--- src/rtl/adc_result_conditioner.sv ---
module adc_result_conditioner #(
  parameter int unsigned W        = 10,
  parameter int unsigned CODE_LO  = 'h020,
  parameter int unsigned CODE_HI  = 'h3E3,
  parameter int unsigned CODE_ERR = 'h3F8
) (
  input  logic         clk,
  input  logic         rst_n,
  input  logic         cmd_strobe,
  input  logic [1:0]   cmd_kind,
  input  logic         io1_dir_out,
  input  logic         io1_level,
  output logic         conv_start,
  output logic         conv_chan,
  input  logic         conv_done,
  input  logic [W-1:0] conv_raw,
  input  logic         conv_fault,
  input  logic         resp_load,
  output logic [W-1:0] result_word,
  output logic         result_ready
);

  localparam logic [W-1:0] LO  = W'(CODE_LO);
  localparam logic [W-1:0] HI  = W'(CODE_HI);
  localparam logic [W-1:0] ERR = W'(CODE_ERR);

  logic         busy, force_err;
  logic [W-1:0] clamped;

  wire is_req = (cmd_kind == 2'b01) || (cmd_kind == 2'b10);
  wire accept = cmd_strobe && is_req && !busy;
  wire finish = busy && conv_done;

  assign clamped = (conv_raw < LO) ? LO : (conv_raw > HI) ? HI : conv_raw;

  always_ff @(posedge clk) begin
    if (!rst_n) begin
      busy         <= 1'b0;
      force_err    <= 1'b0;
      conv_start   <= 1'b0;
      conv_chan    <= 1'b0;
      result_word  <= '0;
      result_ready <= 1'b0;
    end else begin
      conv_start <= accept;
      if (accept) begin
        busy      <= 1'b1;
        conv_chan <= cmd_kind[1];
        force_err <= !io1_dir_out && io1_level;
      end
      if (finish) begin
        busy         <= 1'b0;
        result_word  <= (conv_fault || force_err) ? ERR : clamped;
        result_ready <= 1'b1;
      end else if (resp_load) begin
        result_ready <= 1'b0;
      end
    end
  end

endmodule


--- config.mk ---
export PLATFORM = sky130hd
export DESIGN_NAME = adc_result_conditioner
export DESIGN_NICKNAME = d
export VERILOG_FILES = /design/src/rtl/adc_result_conditioner.sv
export SDC_FILE = /design/constraint.sdc
export NUM_CORES = 1
export LEC_CHECK = 0
export BUFFER_PORTS_ARGS = -buffer_cell sky130_fd_sc_hd__buf_2
export CORE_MARGIN = 3
export CORE_UTILIZATION = 40
export DETAILED_ROUTE_END_ITERATION = 12
export PLACE_DENSITY = 0.72
export SLEW_MARGIN = 20
export SYNTH_ARGS = -nofsm -noshare
export SYNTH_HDL_FRONTEND = slang
export SYNTH_SLANG_ARGS = --single-unit
--- constraint.sdc ---
create_clock -name clk -period 3.4 [get_ports clk]
set_input_delay 0.51 -clock clk [delete_from_list [all_inputs] [get_ports clk]]
set_output_delay 0.51 -clock clk [all_outputs]
set_load 0.03 [all_outputs]
* Word-level counts from Yosys, hierarchy flattened
Index checks and enable logic that the tools add are counted.
** Cells by class
- Multiplexer cells :: 5
- Magnitude comparators :: 2
- Reductions and logical operators :: 10
- Eq/ne operators :: 2
- Bitwise logic cells :: 1
** Operator list (number)
- $mux 10 :: 3
- $gt 10x10->1 const B :: 1
- $lt 10x6->1 const B :: 1
- $logic_and 1x1->1 :: 4
- $eq 2x1->1 const B :: 1
- $eq 2x2->1 const B :: 1
- $logic_not 1->1 :: 2
- $logic_or 1x1->1 :: 2
- $mux 1 :: 2
- $reduce_bool 2->1 :: 1
- $reduce_or 2->1 :: 1
- $not 1->1 :: 1
** Storage, ports and cells
- Input port bits :: 20
- Flip-flop bits (word level) :: 15

* Logic depth before layout (Yosys ltp)
- Depth in word-level cells :: 4
- Mapped depth :: 4
- Mapped depth without buffers :: 3

* Least setup slack after synthesis
OpenSTA, ideal clock, no wires.
- Kind :: input-to-reg
- From :: input port conv_raw[8]
- To :: register result_word[0]
- Path slack :: 1.970 ns
- Path buffers :: 0
- Data required time :: 3.272 ns
- Stages :: 3
- Data arrival time :: 1.302 ns
- Path through :: or4_4 o211ai_2 a22oi_1
** Between the ends
- Longest elaborated chain between the ends :: 4
** Ends and longest elaborated chain
- start: declaration :: line 16 : input logic [W-1:0] conv_raw,
- $gt 10x10->1 :: line 34 : assign clamped = (conv_raw < LO) ? LO : (conv_raw > HI) ? HI : conv_raw;
- $mux 10 :: line 34
- $mux 10 (*) :: line 34
- $mux 10 (*) :: line 53 : result_word <= (conv_fault || force_err) ? ERR : clamped;
- end signal: assignment :: line 53
- end: declaration :: line 19 : output logic [W-1:0] result_word,
Every way passes the cells marked *; elsewhere a longest branch is shown, timed or not.
A chain may end at the register's enable or synchronous reset.

* Final worst setup path
- From :: register result_word[0]
- To :: output port result_word[0]
No word-level cell between the ends.

==> flow_metrics.env <==
export IMPL_status="finished clean"
export IMPL_crit_fanout=3
export IMPL_path_cells="buf_2"
export IMPL_ant_nets=0
export IMPL_syn_area_um2=646
export IMPL_layout_commonest_cell="buf_2"
export IMPL_synthToLayoutAreaGrowth_pct=30.2
export IMPL_grt_overflow_total=0
export IMPL_critPathKind="flip-flop to primary output"
export IMPL_fin_setup_tns_ns=0
export IMPL_wl_per_cell_um=12.9
export IMPL_grt_pass1_wl_um=2190
export IMPL_ctsHoldBuffers=0
export IMPL_cts_htree_levels=1
export IMPL_power_density_nw_per_um2=418
export IMPL_placed_cells=109
export IMPL_antenna_found_initial=0
export IMPL_io_pins=33
export IMPL_clk_pin_slew_worst_paths_ns=0.09
export IMPL_fin_crit_sh_pct=39.8
export IMPL_avgSynthCellArea_um2=9.93
export IMPL_cp_top_family="flip-flops"
export IMPL_maxSlewViolCount=0
export IMPL_synthArstFlopShare_pct=0
export IMPL_vias=617
export IMPL_yosysUniqueCellTypes=28
export IMPL_hold_viol=0
export IMPL_p_leak_uw=0.000388
export IMPL_drt_iter0_drc=18
export IMPL_worstMarginPinSlew_ns=0.338
export IMPL_path_buf_inv=1
export IMPL_row_count=13
export IMPL_track_usage_pct=14.3
export IMPL_final_nets=119
export IMPL_hold_class="flip-flop to flip-flop"
export IMPL_min_period_ns=1.35
export IMPL_layout_cells_non_filler=113
export IMPL_routabilityCongestion=0.773
export IMPL_synth_seq_cells=15
export IMPL_yosysSeqAreaShare_pct=46.5
export IMPL_cts_repair_resized=0
export IMPL_core_area_um2=1400
export IMPL_drc=0
export IMPL_cts_buffer_depth=2
export IMPL_syn_inst=65
export IMPL_drv_cap=0
export IMPL_cp_data_arrival_time_ns=0.84
export IMPL_routed_wirelength_um=1450
export IMPL_cts_sink_count=15
export IMPL_fmax_ghz=0.740
export IMPL_cts_tree="done"
export IMPL_skew_ns=0.00192
export IMPL_viasPerCell=5.46
export IMPL_grt_max_degree=16
export IMPL_clkLatencyLatePin_ns=0.27
export IMPL_synth_nets=85
export IMPL_drive_gt1_share_pct=45.9
export IMPL_critPathRequiredTime_ns=2.89
export IMPL_cts_setup_buffers=0
export IMPL_chipWidth_um=46.2
export IMPL_grt_pass1_vias=529
export IMPL_io_buffer_count=32
export IMPL_relSlewSlack_pct=77.3
export IMPL_synth_edf_count=0
export IMPL_cts_inserted_buffers=3
export IMPL_diodes=0
export IMPL_setup_viol=0
export IMPL_cts_root_buf="clkbuf_4"
export IMPL_critPathMaxStageDelay_ns=0.36
export IMPL_end_kind="primary output"
export IMPL_vdd_drop_max_mv=0.268
export IMPL_synth_warning_count=0
export IMPL_die_area_um2=2130
export IMPL_mostFrequentLayoutCells="32 x buf_2, 15 x dfxtp_1, 6 x a21oi_1"
export IMPL_crit_path_top_delay_cell="dfxtp_1"
export IMPL_die_h_um=46.2
export IMPL_startpoint_type="flip-flop"
export IMPL_grt_setup_unrepaired="false"
export IMPL_drt_first_pass_iters=4
export IMPL_initial_utilization_pct=46.2
export IMPL_ys_dominant_reg_cell="dfxtp_1"
-- cells in the mapped netlist, drive strengths merged (2+ instances only) --
| library cell | count | share of area [%] |
|---|---|---|
| nand3 | 4 | 3.1 |
| clkbuf | 3 | 1.7 |
| o221a | 4 | 7.0 |
| a21oi | 6 | 4.7 |
| nor3 | 2 | 1.6 |
| o21ai | 5 | 3.9 |
| o221ai | 2 | 2.7 |
| a22oi | 2 | 2.3 |
| nand2b | 2 | 3.1 |
| dfxtp | 15 | 47 |
| a31oi | 2 | 1.9 |
| nand2 | 2 | 1.2 |
| nor2 | 2 | 1.2 |
-- area by class of cell --
| cell class | instances | area (um^2) |
|---|---|---|
| clock buffer | 3 | 22.5 |
| clock inverter | 1 | 5.00 |
| fill | 140 | 558 |
| inverter | 1 | 3.75 |
| multi-input combinational | 46 | 330 |
| sequential | 15 | 300 |
| tap | 15 | 18.8 |
| timing repair buffer | 32 | 160 |
-- per-layer routing --
layer | GRT usage [%] | part of all wire [%] | wire (um) | vias to the layer above
met5 | 0 | 0 | 0 | -
li1 | - | - | - | 319
met3 | 4.69 | 9.6 | 139 | 2
met1 | 18.5 | 45 | 649 | 272
met4 | 6.82 | 0.83 | 12 | 0
met2 | 21.2 | 45 | 652 | 24
-- worst reg2reg max path, stage by stage, from the launching register on --
cell      delay [ns]
dfxtp_1         0.36
nand2b_4        0.17
or4b_1          0.50
a21oi_1         0.15
-- final timing paths --
| check | slack [ns] | startpoint | cells after the start | end |
|---|---|---|---|---|
| max | 2.05 | result_word[0] | 1 | result_word[0] |
| max reg2reg | 2.17 | busy | 3 | force_err |
| min | 0.48 | result_ready | 2 | result_ready |
| min reg2reg | 0.48 | result_ready | 2 | result_ready |
-- registers in the layout (all words and copies together), names as in the netlist --
| register | flops |
|---|---|
| result_ready | 1 |
| force_err | 1 |
| busy | 1 |
| result_word | 10 |
| conv_start | 1 |
| conv_chan | 1 |
-- kinds of logic (layout without fill, tap and decap cells) --
family / count (synthesis) / after routing / synth area share [%]
AO/OA/AOI/OAI: 23 / 23 / 26.0
flip-flops: 15 / 15 / 46.5
buffers and inverters: 4 / 37 / 2.32
XOR/XNOR: 1 / 1 / 1.36
AND/OR/NAND/NOR: 21 / 21 / 22.3
multiplexers: 1 / 1 / 1.55
-- where the power goes --
group / total [uW] / switching [uW] / internal, uW
Clock: 96.5 / 53.0 / 43.5
Sequential: 190 / 4.98 / 185
Combinational: 65.3 / 38.8 / 26.5
Total: 351 / 96.7 / 255
-- metrics by stage --
step / power [uW] / hold WS, ns / setup slack, ns / utilization (%) / cell area (um^2)
4_1_cts: 356 / 0.485 / 2.04 / 60.1 / 841
5_1_grt: 374 / 0.490 / 1.99 / 60.1 / 841
2_1_floorplan: 233 / 0.454 / 1.97 / - / 646
6_report: 351 / 0.481 / 2.05 / 60.1 / 841
3_3_place_gp: 258 / 0.455 / 1.80 / 58.1 / 813
3_5_place_dp: 259 / 0.465 / 1.78 / 58.1 / 813
(Power assumes the default switching activity.)
